===== config.mk =====
export PLATFORM = sky130hd
export DESIGN_NAME = irrx_uart
export DESIGN_NICKNAME = d
export VERILOG_FILES = /design/src/rtl/irrx_pkg.sv /design/src/rtl/irrx_baud_tick.sv /design/src/rtl/irrx_frame_rx.sv /design/src/rtl/irrx_fifo.sv /design/src/rtl/irrx_uart.sv
export SDC_FILE = /design/constraint.sdc
export NUM_CORES = 1
export LEC_CHECK = 0
export ABC_AREA = 1
export BUFFER_PORTS_ARGS = -buffer_cell sky130_fd_sc_hd__clkbuf_2
export CELL_PAD_IN_SITES_DETAIL_PLACEMENT = 0
export CELL_PAD_IN_SITES_GLOBAL_PLACEMENT = 2
export CORE_MARGIN = 2
export CORE_UTILIZATION = 42
export CTS_CLUSTER_DIAMETER = 30
export CTS_CLUSTER_SIZE = 8
export DETAILED_ROUTE_END_ITERATION = 6
export PLACE_DENSITY = 0.84
export SYNTH_ARGS = -nofsm -noshare
export SYNTH_HDL_FRONTEND = slang
export SYNTH_SLANG_ARGS = --single-unit

===== constraint.sdc =====
create_clock -name clk -period 7.1 [get_ports clk]
set_input_delay 1.065 -clock clk [delete_from_list [all_inputs] [get_ports clk]]
set_output_delay 1.065 -clock clk [all_outputs]
set_load 0.005 [all_outputs]

===== src/rtl/irrx_pkg.sv =====
// Shared constants and types for the infrared serial receiver.
// Assumes: register indices and field positions below are the host-visible map.
package irrx_pkg;
    localparam logic [1:0] REG_CTRL = 2'd0;
    localparam logic [1:0] REG_CFG  = 2'd1;
    localparam logic [1:0] REG_STAT = 2'd2;
    localparam logic [1:0] REG_DATA = 2'd3;

    localparam int CTRL_IE_BIT    = 4;
    localparam int CTRL_FLUSH_BIT = 5;
    localparam int STAT_AVAIL_BIT = 0;
    localparam int STAT_FULL_BIT  = 1;

    localparam logic [1:0] PAR_ODD  = 2'd1;
    localparam logic [1:0] PAR_EVEN = 2'd2;

    localparam int OVS       = 16;
    localparam int DATA_BITS = 8;

    typedef enum logic [2:0] {
        RX_IDLE,
        RX_START,
        RX_DATA,
        RX_PAR,
        RX_STOP
    } rx_state_t;

    // True when the parity mode inserts a parity bit into the frame.
    function automatic logic parity_on(input logic [1:0] mode);
        return (mode == PAR_ODD) || (mode == PAR_EVEN);
    endfunction
endpackage


===== src/rtl/irrx_baud_tick.sv =====
// Oversampling tick generator.
// Emits a one-cycle tick every DIV clock cycles; DIV of 0 or 1 ticks each cycle.
// Assumes: divisor may change at any time; the counter wraps safely if it shrinks.
module irrx_baud_tick #(
    parameter int DIV_W = 8
) (
    input  logic             clk,
    input  logic             rst_n,
    input  logic [DIV_W-1:0] div,
    output logic             tick
);
    logic [DIV_W-1:0] cnt;
    logic             fast;

    assign fast = (div <= DIV_W'(1));
    assign tick = fast || (cnt >= div - DIV_W'(1));

    // Count clock cycles between ticks, restarting on each tick.
    always_ff @(posedge clk) begin
        if (!rst_n)    cnt <= '0;
        else if (tick) cnt <= '0;
        else           cnt <= cnt + DIV_W'(1);
    end

    // with a divisor above one, two ticks are never adjacent.
    a_r2_tick_spacing: assert property (@(posedge clk) disable iff (!rst_n)
        (tick && !fast) |=> (div <= DIV_W'(1) || !tick));
endmodule


===== src/rtl/irrx_frame_rx.sv =====
// Serial frame receiver: start, 8 data bits LSB first, optional parity, stop.
// Produces one push per frame with {framing_err, parity_err, data[5:0]}.
// Assumes: rx is already synchronised; tick is the 16x oversampling strobe.
module irrx_frame_rx
    import irrx_pkg::*;
(
    input  logic       clk,
    input  logic       rst_n,
    input  logic       tick,
    input  logic       rx,
    input  logic [1:0] par_mode,
    output logic       push,
    output logic [7:0] push_byte
);
    localparam int SC_W = $clog2(OVS);
    localparam logic [SC_W-1:0] START_LAST = SC_W'(OVS / 2 - 1);
    localparam logic [SC_W-1:0] BIT_LAST   = SC_W'(OVS - 1);
    localparam int BN_W = $clog2(DATA_BITS);

    rx_state_t             state;
    logic [SC_W-1:0]       sc;
    logic [BN_W-1:0]       bitn;
    logic [DATA_BITS-1:0]  shreg;
    logic                  par_bit;
    logic                  line_hi;
    logic                  par_en;
    logic                  par_bad;
    logic                  at_end;

    assign par_en  = parity_on(par_mode);
    assign at_end  = (sc == BIT_LAST);
    assign par_bad = par_en &&
                     ((par_mode == PAR_ODD) ? !(^{shreg, par_bit}) : (^{shreg, par_bit}));
    assign push      = tick && (state == RX_STOP) && at_end;
    assign push_byte = {!rx, par_bad, shreg[5:0]};

    // Frame sequencer: advances on oversampling ticks only.
    always_ff @(posedge clk) begin
        if (!rst_n) begin
            state   <= RX_IDLE;
            sc      <= '0;
            bitn    <= '0;
            shreg   <= '0;
            par_bit <= 1'b0;
            line_hi <= 1'b0;
        end else if (tick) begin
            unique case (state)
                RX_IDLE: begin
                    line_hi <= rx;
                    sc      <= '0;
                    if (line_hi && !rx) state <= RX_START;
                end
                RX_START: begin
                    if (sc == START_LAST) begin
                        sc   <= '0;
                        bitn <= '0;
                        if (!rx) state <= RX_DATA;
                        else begin
                            state   <= RX_IDLE;
                            line_hi <= 1'b1;
                        end
                    end else sc <= sc + SC_W'(1);
                end
                RX_DATA: begin
                    if (at_end) begin
                        sc    <= '0;
                        shreg <= {rx, shreg[DATA_BITS-1:1]};
                        bitn  <= bitn + BN_W'(1);
                        if (bitn == BN_W'(DATA_BITS - 1))
                            state <= par_en ? RX_PAR : RX_STOP;
                    end else sc <= sc + SC_W'(1);
                end
                RX_PAR: begin
                    if (at_end) begin
                        sc      <= '0;
                        par_bit <= rx;
                        state   <= RX_STOP;
                    end else sc <= sc + SC_W'(1);
                end
                RX_STOP: begin
                    if (at_end) begin
                        sc      <= '0;
                        line_hi <= rx;
                        state   <= RX_IDLE;
                    end else sc <= sc + SC_W'(1);
                end
                default: state <= RX_IDLE;
            endcase
        end
    end

    // with parity off, no stored byte ever carries a parity error.
    a_r3_no_perr_when_off: assert property (@(posedge clk) disable iff (!rst_n)
        (push && !parity_on(par_mode)) |-> !push_byte[6]);

    // every data phase begins at bit zero.
    a_r2_data_starts_at_bit0: assert property (@(posedge clk) disable iff (!rst_n)
        (state == RX_DATA && $past(state) == RX_START) |-> (bitn == '0));

    // a frame with a low stop bit blocks a new start until the line is seen high.
    a_r4_no_retrigger: assert property (@(posedge clk) disable iff (!rst_n)
        (push && push_byte[7]) |=> !line_hi);
endmodule


===== src/rtl/irrx_fifo.sv =====
// Receive queue: DEPTH entries of WIDTH bits, first in first out.
// Pushes while full are dropped; pops while empty are ignored; flush empties it.
// Assumes: dout is only meaningful while empty is low.
module irrx_fifo #(
    parameter int WIDTH = 8,
    parameter int DEPTH = 16,
    localparam int AW    = $clog2(DEPTH),
    localparam int LVL_W = AW + 1
) (
    input  logic             clk,
    input  logic             rst_n,
    input  logic             push,
    input  logic [WIDTH-1:0] din,
    input  logic             pop,
    input  logic             flush,
    output logic [WIDTH-1:0] dout,
    output logic [LVL_W-1:0] level,
    output logic             full,
    output logic             empty
);
    logic [WIDTH-1:0] mem [DEPTH];
    logic [AW-1:0]    wr_ptr;
    logic [AW-1:0]    rd_ptr;
    logic             do_push;
    logic             do_pop;

    assign full    = (level == LVL_W'(DEPTH));
    assign empty   = (level == '0);
    assign do_push = push && !full && !flush;
    assign do_pop  = pop && !empty && !flush;
    assign dout    = mem[rd_ptr];

    // Advance a pointer with explicit wrap so any depth works.
    function automatic logic [AW-1:0] nxt(input logic [AW-1:0] p);
        return (p == AW'(DEPTH - 1)) ? '0 : p + AW'(1);
    endfunction

    // Store incoming entries.
    always_ff @(posedge clk) begin
        if (do_push) mem[wr_ptr] <= din;
    end

    // Track pointers and occupancy.
    always_ff @(posedge clk) begin
        if (!rst_n || flush) begin
            wr_ptr <= '0;
            rd_ptr <= '0;
            level  <= '0;
        end else begin
            if (do_push) wr_ptr <= nxt(wr_ptr);
            if (do_pop)  rd_ptr <= nxt(rd_ptr);
            if (do_push && !do_pop)      level <= level + LVL_W'(1);
            else if (do_pop && !do_push) level <= level - LVL_W'(1);
        end
    end

    // occupancy never exceeds the depth.
    a_r8_no_overflow: assert property (@(posedge clk) disable iff (!rst_n)
        level <= LVL_W'(DEPTH));

    // a push into a full queue with no pop leaves it full.
    a_r8_drop_keeps_full: assert property (@(posedge clk) disable iff (!rst_n)
        (full && push && !pop && !flush) |=> full);

    // popping an empty queue leaves it empty.
    a_r9_no_underflow: assert property (@(posedge clk) disable iff (!rst_n)
        (empty && pop && !push) |=> empty);

    // flush leaves the queue empty on the next cycle.
    a_r7_flush_empties: assert property (@(posedge clk) disable iff (!rst_n)
        flush |=> empty);
endmodule


===== src/rtl/irrx_uart.sv =====
// Infrared serial receiver top: register bus, line synchroniser, tick
// generator, frame receiver and group-threshold receive queue.
// Assumes: one-cycle bus strobes; reads of the data register pop on the strobe edge.
module irrx_uart
    import irrx_pkg::*;
#(
    parameter int FIFO_DEPTH = 16,
    parameter int DIV_W      = 8,
    parameter int GRP_W      = 8,
    parameter int BUS_W      = 16
) (
    input  logic             clk,
    input  logic             rst_n,
    input  logic             bus_sel,
    input  logic             bus_wr,
    input  logic [1:0]       bus_addr,
    input  logic [BUS_W-1:0] bus_wdata,
    output logic [BUS_W-1:0] bus_rdata,
    input  logic             rx_in,
    output logic             irq
);
    localparam int LVL_W = $clog2(FIFO_DEPTH) + 1;
    localparam int CMP_W = ((GRP_W > LVL_W) ? GRP_W : LVL_W) + 1;

    logic [1:0]       par_mode;
    logic             irq_en;
    logic [DIV_W-1:0] divisor;
    logic [GRP_W-1:0] group;
    logic [1:0]       rx_sync;
    logic             tick;
    logic             push;
    logic [7:0]       push_byte;
    logic             pop;
    logic             flush;
    logic [7:0]       fifo_dout;
    logic [LVL_W-1:0] level;
    logic             fifo_full;
    logic             fifo_empty;
    logic             avail;
    logic             wr_ctrl;
    logic             wr_cfg;

    assign wr_ctrl = bus_sel && bus_wr && (bus_addr == REG_CTRL);
    assign wr_cfg  = bus_sel && bus_wr && (bus_addr == REG_CFG);
    assign flush   = wr_ctrl && bus_wdata[CTRL_FLUSH_BIT];
    assign pop     = bus_sel && !bus_wr && (bus_addr == REG_DATA);
    assign avail   = CMP_W'(level) > CMP_W'(group);
    assign irq     = avail && irq_en;

    // Control register: parity mode and interrupt enable.
    always_ff @(posedge clk) begin
        if (!rst_n) begin
            par_mode <= '0;
            irq_en   <= 1'b0;
        end else if (wr_ctrl) begin
            par_mode <= bus_wdata[1:0];
            irq_en   <= bus_wdata[CTRL_IE_BIT];
        end
    end

    // Configuration register: divisor and group count.
    always_ff @(posedge clk) begin
        if (!rst_n) begin
            divisor <= '0;
            group   <= '0;
        end else if (wr_cfg) begin
            divisor <= bus_wdata[DIV_W-1:0];
            group   <= bus_wdata[DIV_W +: GRP_W];
        end
    end

    // Two-stage synchroniser for the asynchronous serial line.
    always_ff @(posedge clk) begin
        if (!rst_n) rx_sync <= 2'b11;
        else        rx_sync <= {rx_sync[0], rx_in};
    end

    irrx_baud_tick #(.DIV_W(DIV_W)) u_tick (
        .clk  (clk),
        .rst_n(rst_n),
        .div  (divisor),
        .tick (tick)
    );

    irrx_frame_rx u_frame (
        .clk      (clk),
        .rst_n    (rst_n),
        .tick     (tick),
        .rx       (rx_sync[1]),
        .par_mode (par_mode),
        .push     (push),
        .push_byte(push_byte)
    );

    irrx_fifo #(.WIDTH(8), .DEPTH(FIFO_DEPTH)) u_fifo (
        .clk  (clk),
        .rst_n(rst_n),
        .push (push),
        .din  (push_byte),
        .pop  (pop),
        .flush(flush),
        .dout (fifo_dout),
        .level(level),
        .full (fifo_full),
        .empty(fifo_empty)
    );

    // Read multiplexer for the addressed register.
    always_comb begin
        bus_rdata = '0;
        unique case (bus_addr)
            REG_CTRL: begin
                bus_rdata[1:0]         = par_mode;
                bus_rdata[CTRL_IE_BIT] = irq_en;
            end
            REG_CFG: begin
                bus_rdata[DIV_W-1:0]     = divisor;
                bus_rdata[DIV_W +: GRP_W] = group;
            end
            REG_STAT: begin
                bus_rdata[STAT_AVAIL_BIT] = avail;
                bus_rdata[STAT_FULL_BIT]  = fifo_full;
            end
            default: bus_rdata[7:0] = fifo_empty ? 8'h00 : fifo_dout;
        endcase
    end

    // a flush drops the interrupt on the next cycle.
    a_r6_flush_clears_irq: assert property (@(posedge clk) disable iff (!rst_n)
        flush |=> !irq);

    // an empty queue reads as zero.
    a_r9_empty_reads_zero: assert property (@(posedge clk) disable iff (!rst_n)
        (pop && fifo_empty) |-> (bus_rdata == '0));

    // data-available is never raised by an empty queue.
    a_r5_no_avail_when_empty: assert property (@(posedge clk) disable iff (!rst_n)
        fifo_empty |-> !bus_rdata[STAT_AVAIL_BIT] || bus_addr != REG_STAT);
endmodule


== Yosys cells after proc, flatten, opt, wreduce, memory -nomap -nowiden ==
Memories as Yosys holds them, arrays and structs flattened. A register that Yosys moved wholly into a read port is not among the register bits.
Cells that the tools add are included.

* Flip-flop bits (word level): 62
* Bits in writable memories: 128
* Bits of input ports: 23
* Output and inout port bits: 17
* Logic and storage cells: 130
* Memories: 1

* Add/sub/neg operators: 8
* $lt $le $gt $ge: 3
* Equality and inequality tests: 22
* Muxes and demuxes: 34
* Bitwise operators: 1
* Reductions and logical operators: 46

{| class="wikitable"
|+ Memories
! memory !! depth !! width !! read ports !! clocked after Yosys merged registers in !! wr ports !! RTL line !! source
|-
| u_fifo.mem || 16 || 8 || 1 || 1 || 1 || irrx_fifo.sv:21 || <nowiki>logic [WIDTH-1:0] mem [DEPTH];</nowiki>
|}

{| class="wikitable"
|+ Operators by type and width
! operator !! number
|-
| 2-to-1 mux 3 bit || 9
|-
| 2-to-1 mux 4 bit || 6
|-
| logical AND 1 bit || 17
|-
| 2-to-1 mux 8 bit || 2
|-
| one-hot mux 3 bit (5 select lines) || 1
|-
| adder 4 x 1 -> 4 bit (second input constant) || 3
|-
| equality test 4 bit (second input constant) || 3
|-
| inequality test 2 x 1 -> 1 bit (second input constant) || 6
|-
| one-hot mux 3 bit (2 select lines) || 2
|-
| one-hot mux 4 bit (3 select lines) || 1
|-
| 2-to-1 mux 5 bit || 2
|-
| zero test 1 bit || 9
|-
| parity 9 bit || 1
|-
| adder 8 x 1 -> 8 bit (second input constant) || 1
|-
| greater-or-equal comparator 8 bit || 1
|-
| greater-than comparator 5 x 8 -> 1 bit || 1
|-
| <= comparator 8 x 1 -> 1 bit (second input constant) || 1
|-
| subtractor 8 x 1 -> 8 bit (second input constant) || 1
|-
| AND reduction 7 bit || 1
|-
| equality test 2 bit (second input constant) || 3
|-
| equality test 3 x 2 -> 1 bit (second input constant) || 2
|-
| equality test 3 bit (second input constant) || 2
|-
| 2-to-1 mux 1 bit || 6
|-
| one-hot mux 1 bit (3 select lines) || 2
|-
| other kinds (24) || 31
|}

== Logic depth before layout (Yosys ltp) ==
* Depth after elaboration: 11
* Mapped depth: 23
* Depth with buffers taken out: 23

== Hierarchy ==
From an unflattened synthesis, not the netlist that was laid out.

* Cell total of the unflattened synthesis: 1077
* Area total of the unflattened synthesis: 9361.5 um^2

{| class="wikitable"
|+ Modules (own cells, without submodules)
! module !! instances !! cells each !! area an instance (um^2)
|-
| irrx_fifo || 1 || 629 || 6319.8
|-
| irrx_frame_rx || 1 || 194 || 1233.7
|-
| irrx_uart || 1 || 151 || 1096.1
|-
| irrx_baud_tick || 1 || 103 || 711.9
|}

== Least setup slack after synthesis ==
OpenSTA, ideal clock, no wires.

* Path kind: flip-flop to flip-flop
* Start point: register divisor[0]
* End point: register u_fifo.level[4]
* Arrival time: 3.172 ns
* Setup slack: 3.806 ns
* Cell stages (with the launch flop): 24
* Path buffers: 0
* Clock period less this slack: 3.294 ns
* Path through: dfxtp_1 > inv_1 > ha_1 > nand3_1 > nor3_1 > xor2_1 > inv_1 > ha_1 > nand2_1 > nand2_1 > a21o_1 > nor2_2 > nand2_2 > nand2_2 > inv_2 > ha_1 > inv_1 > ha_1 > a21oi_1 > nand2_1 > a21oi_1 > o21ai_0 > o21ai_0 > a21oi_1

* Word-level cells in the longest chain between the ends: 10

{| class="wikitable"
|+ Ends and longest elaborated chain
! what !! RTL line !! source
|-
| start, declared || irrx_uart.sv:27 || <nowiki>logic [DIV_W-1:0] divisor;</nowiki>
|-
| start signal, assigned || irrx_uart.sv:67 || <nowiki>divisor <= bus_wdata[DIV_W-1:0];</nowiki>
|-
| subtractor 8 x 1 -> 8 bit || irrx_baud_tick.sv:16 || <nowiki>assign tick = fast || (cnt >= div - DIV_W'(1));</nowiki>
|-
| greater-or-equal comparator 8 bit || irrx_baud_tick.sv:16 ||
|-
| logical OR 1 bit * || irrx_baud_tick.sv:16 ||
|-
| logical AND 1 bit * (2 in a row) || irrx_frame_rx.sv:34 || <nowiki>assign push = tick && (state == RX_STOP) && at_end;</nowiki>
|-
| logical AND 1 bit * (2 in a row) || irrx_fifo.sv:29 || <nowiki>assign do_push = push && !full && !flush;</nowiki>
|-
| net u_fifo.do_push || irrx_fifo.sv:24 || <nowiki>logic do_push;</nowiki>
|-
| zero test 1 bit || irrx_fifo.sv:53 || <nowiki>else if (do_pop && !do_push) level <= level - LVL_W'(1);</nowiki>
|-
| logical AND 1 bit || irrx_fifo.sv:53 ||
|-
| nonzero test 2 bit (no line) || n/a ||
|-
| end signal, assigned || irrx_fifo.sv:52 || <nowiki>if (do_push && !do_pop) level <= level + LVL_W'(1);</nowiki>
|-
| end signal, assigned || irrx_fifo.sv:53 ||
|-
| end, declared || irrx_fifo.sv:17 || <nowiki>output logic [LVL_W-1:0] level,</nowiki>
|}

The timed path passes the listed nets; every way through them passes the cells marked *.
A chain may end at the register's enable or synchronous reset.

==> run_results.csv <==
group,metric,value,unit
worst_setup_path,path_cells,"buf_4 > clkinv_1 > nor2_1 > o21ai_0 > o211ai_1 > nand3_1 > nand2_1 > nand2_1 > o21ai_0 > clkbuf_2",
finish,final_cell_mix,"nor2_1 (159), edfxtp_1 (128), nand2_1 (126)",
synthesis,ys_ff_latch,194,
global_route,gr-usage-met3,2.93,%
finish,syn_to_final_growth,10.5,%
placed_design,io_buffers,39,
worst_setup_path,cp-start-kind,"flop",
global_route,grt_pass1_wl,32300,um
drt,wl,20400,um
sta,clock_skew,0.0139,ns
worst_setup_path,slowest_stage,"clkinv_1",
clock_network,clockBufferDepth,2,
global_route,grt.total_usage,18.9,%
clock_network,clk_pin_slew,0.07,ns
drt,drtPass1Iterations,4,
synthesis,yosys.cell_types.count,37,
global_route,grt_max_degree,73,
hold_path,worstHoldStart,"rx_sync[0]$_SDFF_PN1_",
placed_design,hpwl,13500,um
drt,ant_nets,0,
worst_setup_path,endpoint_kind,"output port",
finish,final_core_util,47.1,%
clock_network,root_buffer,"clkbuf_16",
sta,setup_tns,0,ns
worst_setup_path,required,6.03,ns
worst_setup_path,critical-path-top-delay-family,"buffers and inverters",
drt,dr_total_vias,6286,
sta,maxSlewViolCount,0,
worst_setup_path,critPathKind,"flop to output port",
worst_setup_path,worstPathMaxFanout,39,
floorplanning,die_area,0.0224,mm2
floorplanning,rows,53,
synthesis,synth.mux.area_fraction,0,%
synthesis,synth_area,0.00889,mm2
power,p_leak,3.75,nW
drt,drtIter0Drc,409,
global_route,grt_overflow,0,
global_route,use_met1,26.0,%
power,ir_worst_vdd,0.000147,V
synthesis,syn-num-nets,996,
sta,fin_crit,4.27,ns
global_route,grt_busiest_layer,"met2",
drt,routed_via_density,5.01,
synthesis,avgSynthCellArea,9.43,um2
clock_network,clock_latency,0.44,ns
synthesis,syn_inst,943,
floorplanning,die_w,150,um
clock_network,ctsResizeCount,0,
hold_path,hold_path_class,"flop to flop",
synthesis,synth_top_area_share,43.2,%
synthesis,yosysSeqAreaShare,58.1,%
floorplanning,initial_utilization,42.6,%
run_status,status,"finished, final reports clean",
synthesis,synth.largest_area_cell,"edfxtp_1",
synthesis,yosys.area_share.simple,17.8,%
drt,drcViolationCount,0,
synthesis,ys_warn_count,0,
finish,diodes,0,
finish,fin_nets,1020,
clock_network,cts_htree_levels,4,
global_route,antenna_found_initial,0,
clock_network,cts_buffers,17,
global_route,grt_pass1_vias,5802,
placed_design,place_congestion,0.803,
sta,rsz0062_at_grt,"false",
worst_setup_path,timing.rr.start,"divisor[0]$_SDFFE_PN0P_",
worst_setup_path,cp.arrival,3.21,ns
floorplanning,io_pins,40,
sta,max_slew_margin,27.2,%
finish,final_common_cell,"nor2_1",
power,cellPowerDensity,237,mW/mm2
sta,setup_viol,0,
job,drv_cap,0,
clock_network,cts_hold_buf,0,
sta,hold_violations,0,
synthesis,synth_xor_xnor_area_share,2.36,%
global_route,use_met2,31.1,%
clock_network,clkSinkCount,194,
worst_setup_path,slowest_delay,0.82,ns
synthesis,synthTopCellsByArea,"edfxtp_1 (43%), dfxtp_1 (15%), nor2_1 (6.7%), o21ai_0 (5.7%), nand2_1 (5.3%)",
synthesis,synth_top_family_by_area,"simple AND/OR/NAND/NOR gates",
floorplanning,die_y,150,um
clock_network,cts_setup_buffers,0,
sta,worstMarginPinSlew,1.09,ns
clock_network,cts_tree,"built",
sta,timing.final.crit_share,60.2,%
worst_setup_path,cp_num_buf_inv,3,
synthesis,synthAdderAreaFrac,4.31,%
finish,layout-drive-gt1-share,9.39,%
floorplanning,coreArea,0.0209,mm2
drt,wl_per_cell,16.3,um
synthesis,synth_compound_area_share,11.6,%
sta,fmax,234,MHz
## worst register-to-register path, stage by stage, from the launching register on
cell and delay (ns):
dfxtp_1 0.32, inv_1 0.15, ha_1 0.24, nand3_1 0.12, nor3_1 0.19, xor2_1 0.16, inv_1 0.05, ha_1 0.30
nand2_1 0.08, nand2_1 0.05, a21o_1 0.16, nor2_2 0.13, nand2_2 0.35, nand2_2 0.26, inv_2 0.10, ha_1 0.18
inv_1 0.17, ha_1 0.30, a21oi_1 0.14, nand2_1 0.08, a21oi_1 0.13, o21ai_0 0.12, o21ai_0 0.17, a21oi_1 0.05
## registers in the layout, summed over array words and instances, names as in the netlist, named ones only
register / flops
u_fifo.level: 5
u_fifo.wr_ptr: 4
u_frame.state: 3
u_fifo.rd_ptr: 4
u_fifo.mem: 128
u_frame.shreg: 8
divisor: 8
rx_sync: 2
u_tick.cnt: 8
par_mode: 2
irq_en: 1
u_frame.bitn: 3
u_frame.par_bit: 1
group: 8
u_frame.line_hi: 1
u_frame.sc: 4
## area by class of cell
type                       count  area (um2)
clock inverter                15         135
tap                          275         344
inverter                      91         342
multi-input combinational    622        3210
sequential                   194        5170
clock buffer                  17         425
fill                        2047       11100
timing repair buffer          41         210
## per-stage QoR
step / area [um2] / setup WS [ns] / power (mW) / std cells / hold slack [ns]
after global routing: 9830 / 2.54 / 2.43 / 1255 / 0.434
after CTS: 9830 / 2.75 / 2.35 / 1255 / 0.422
after floorplan: 8890 / 3.81 / 1.39 / 943 / 0.393
after global placement: 9270 / 3.12 / 1.44 / 1223 / 0.396
after detailed placement: 9270 / 3.01 / 1.43 / 1223 / 0.404
final: 9830 / 2.83 / 2.33 / 1255 / 0.418
## cell families after synthesis
group                    Yosys count
flip-flops                       194
AND/OR/NAND/NOR                  377
AO/OA/AOI/OAI                    191
adder cells (fa/ha/maj)           30
buffers and inverters            127
XOR/XNOR                          24
## synth_stat cells (all sizes together)
| cell type | count |
|---|---|
| a211oi | 1 |
| a21boi | 1 |
| a21o | 2 |
| a21oi | 57 |
| a41oi | 1 |
| buf | 17 |
| clkbuf | 19 |
| clkinv | 2 |
| dfxtp | 66 |
| edfxtp | 128 |
| fa | 1 |
| ha | 29 |
| inv | 89 |
| nand2 | 130 |
| nand3 | 59 |
| nand3b | 3 |
| nand4 | 14 |
| nor2 | 162 |
| nor3 | 4 |
| nor3b | 1 |
| o211ai | 21 |
| o21a | 1 |
| o21ai | 103 |
| o21bai | 1 |
| o22ai | 3 |
| or2 | 4 |
| xnor2 | 11 |
| xor2 | 13 |
## routing by layer
| layer | routed length (um) | vias to the layer above | share of wire, % |
|---|---|---|---|
| met4 | 253 | 0 | 1.2 |
| met1 | 10000 | 2920 | 49 |
| met2 | 9630 | 102 | 47 |
| met5 | 0 | - | 0 |
| met3 | 559 | 17 | 2.7 |
| li1 | - | 3247 | - |
## report_power, final
group          internal, mW  switching, mW  leakage (nW)
Clock                 0.465          0.457         0.270
Sequential             1.21         0.0128          1.73
Combinational        0.0643          0.124          1.75
## path summary, 6_finish.rpt
path | slack [ns] | depth (start not counted) | end
worst min-delay path | 0.42 | 1 | rx_sync[1]$_SDFF_PN1_
worst min register to register | 0.42 | 1 | rx_sync[1]$_SDFF_PN1_
worst max register to register | 2.99 | 23 | u_fifo.level[4]$_SDFFE_PP0P_
worst max-delay path | 2.83 | 10 | bus_rdata[2]
No activity file was read; power rests on OpenSTA's default activity.
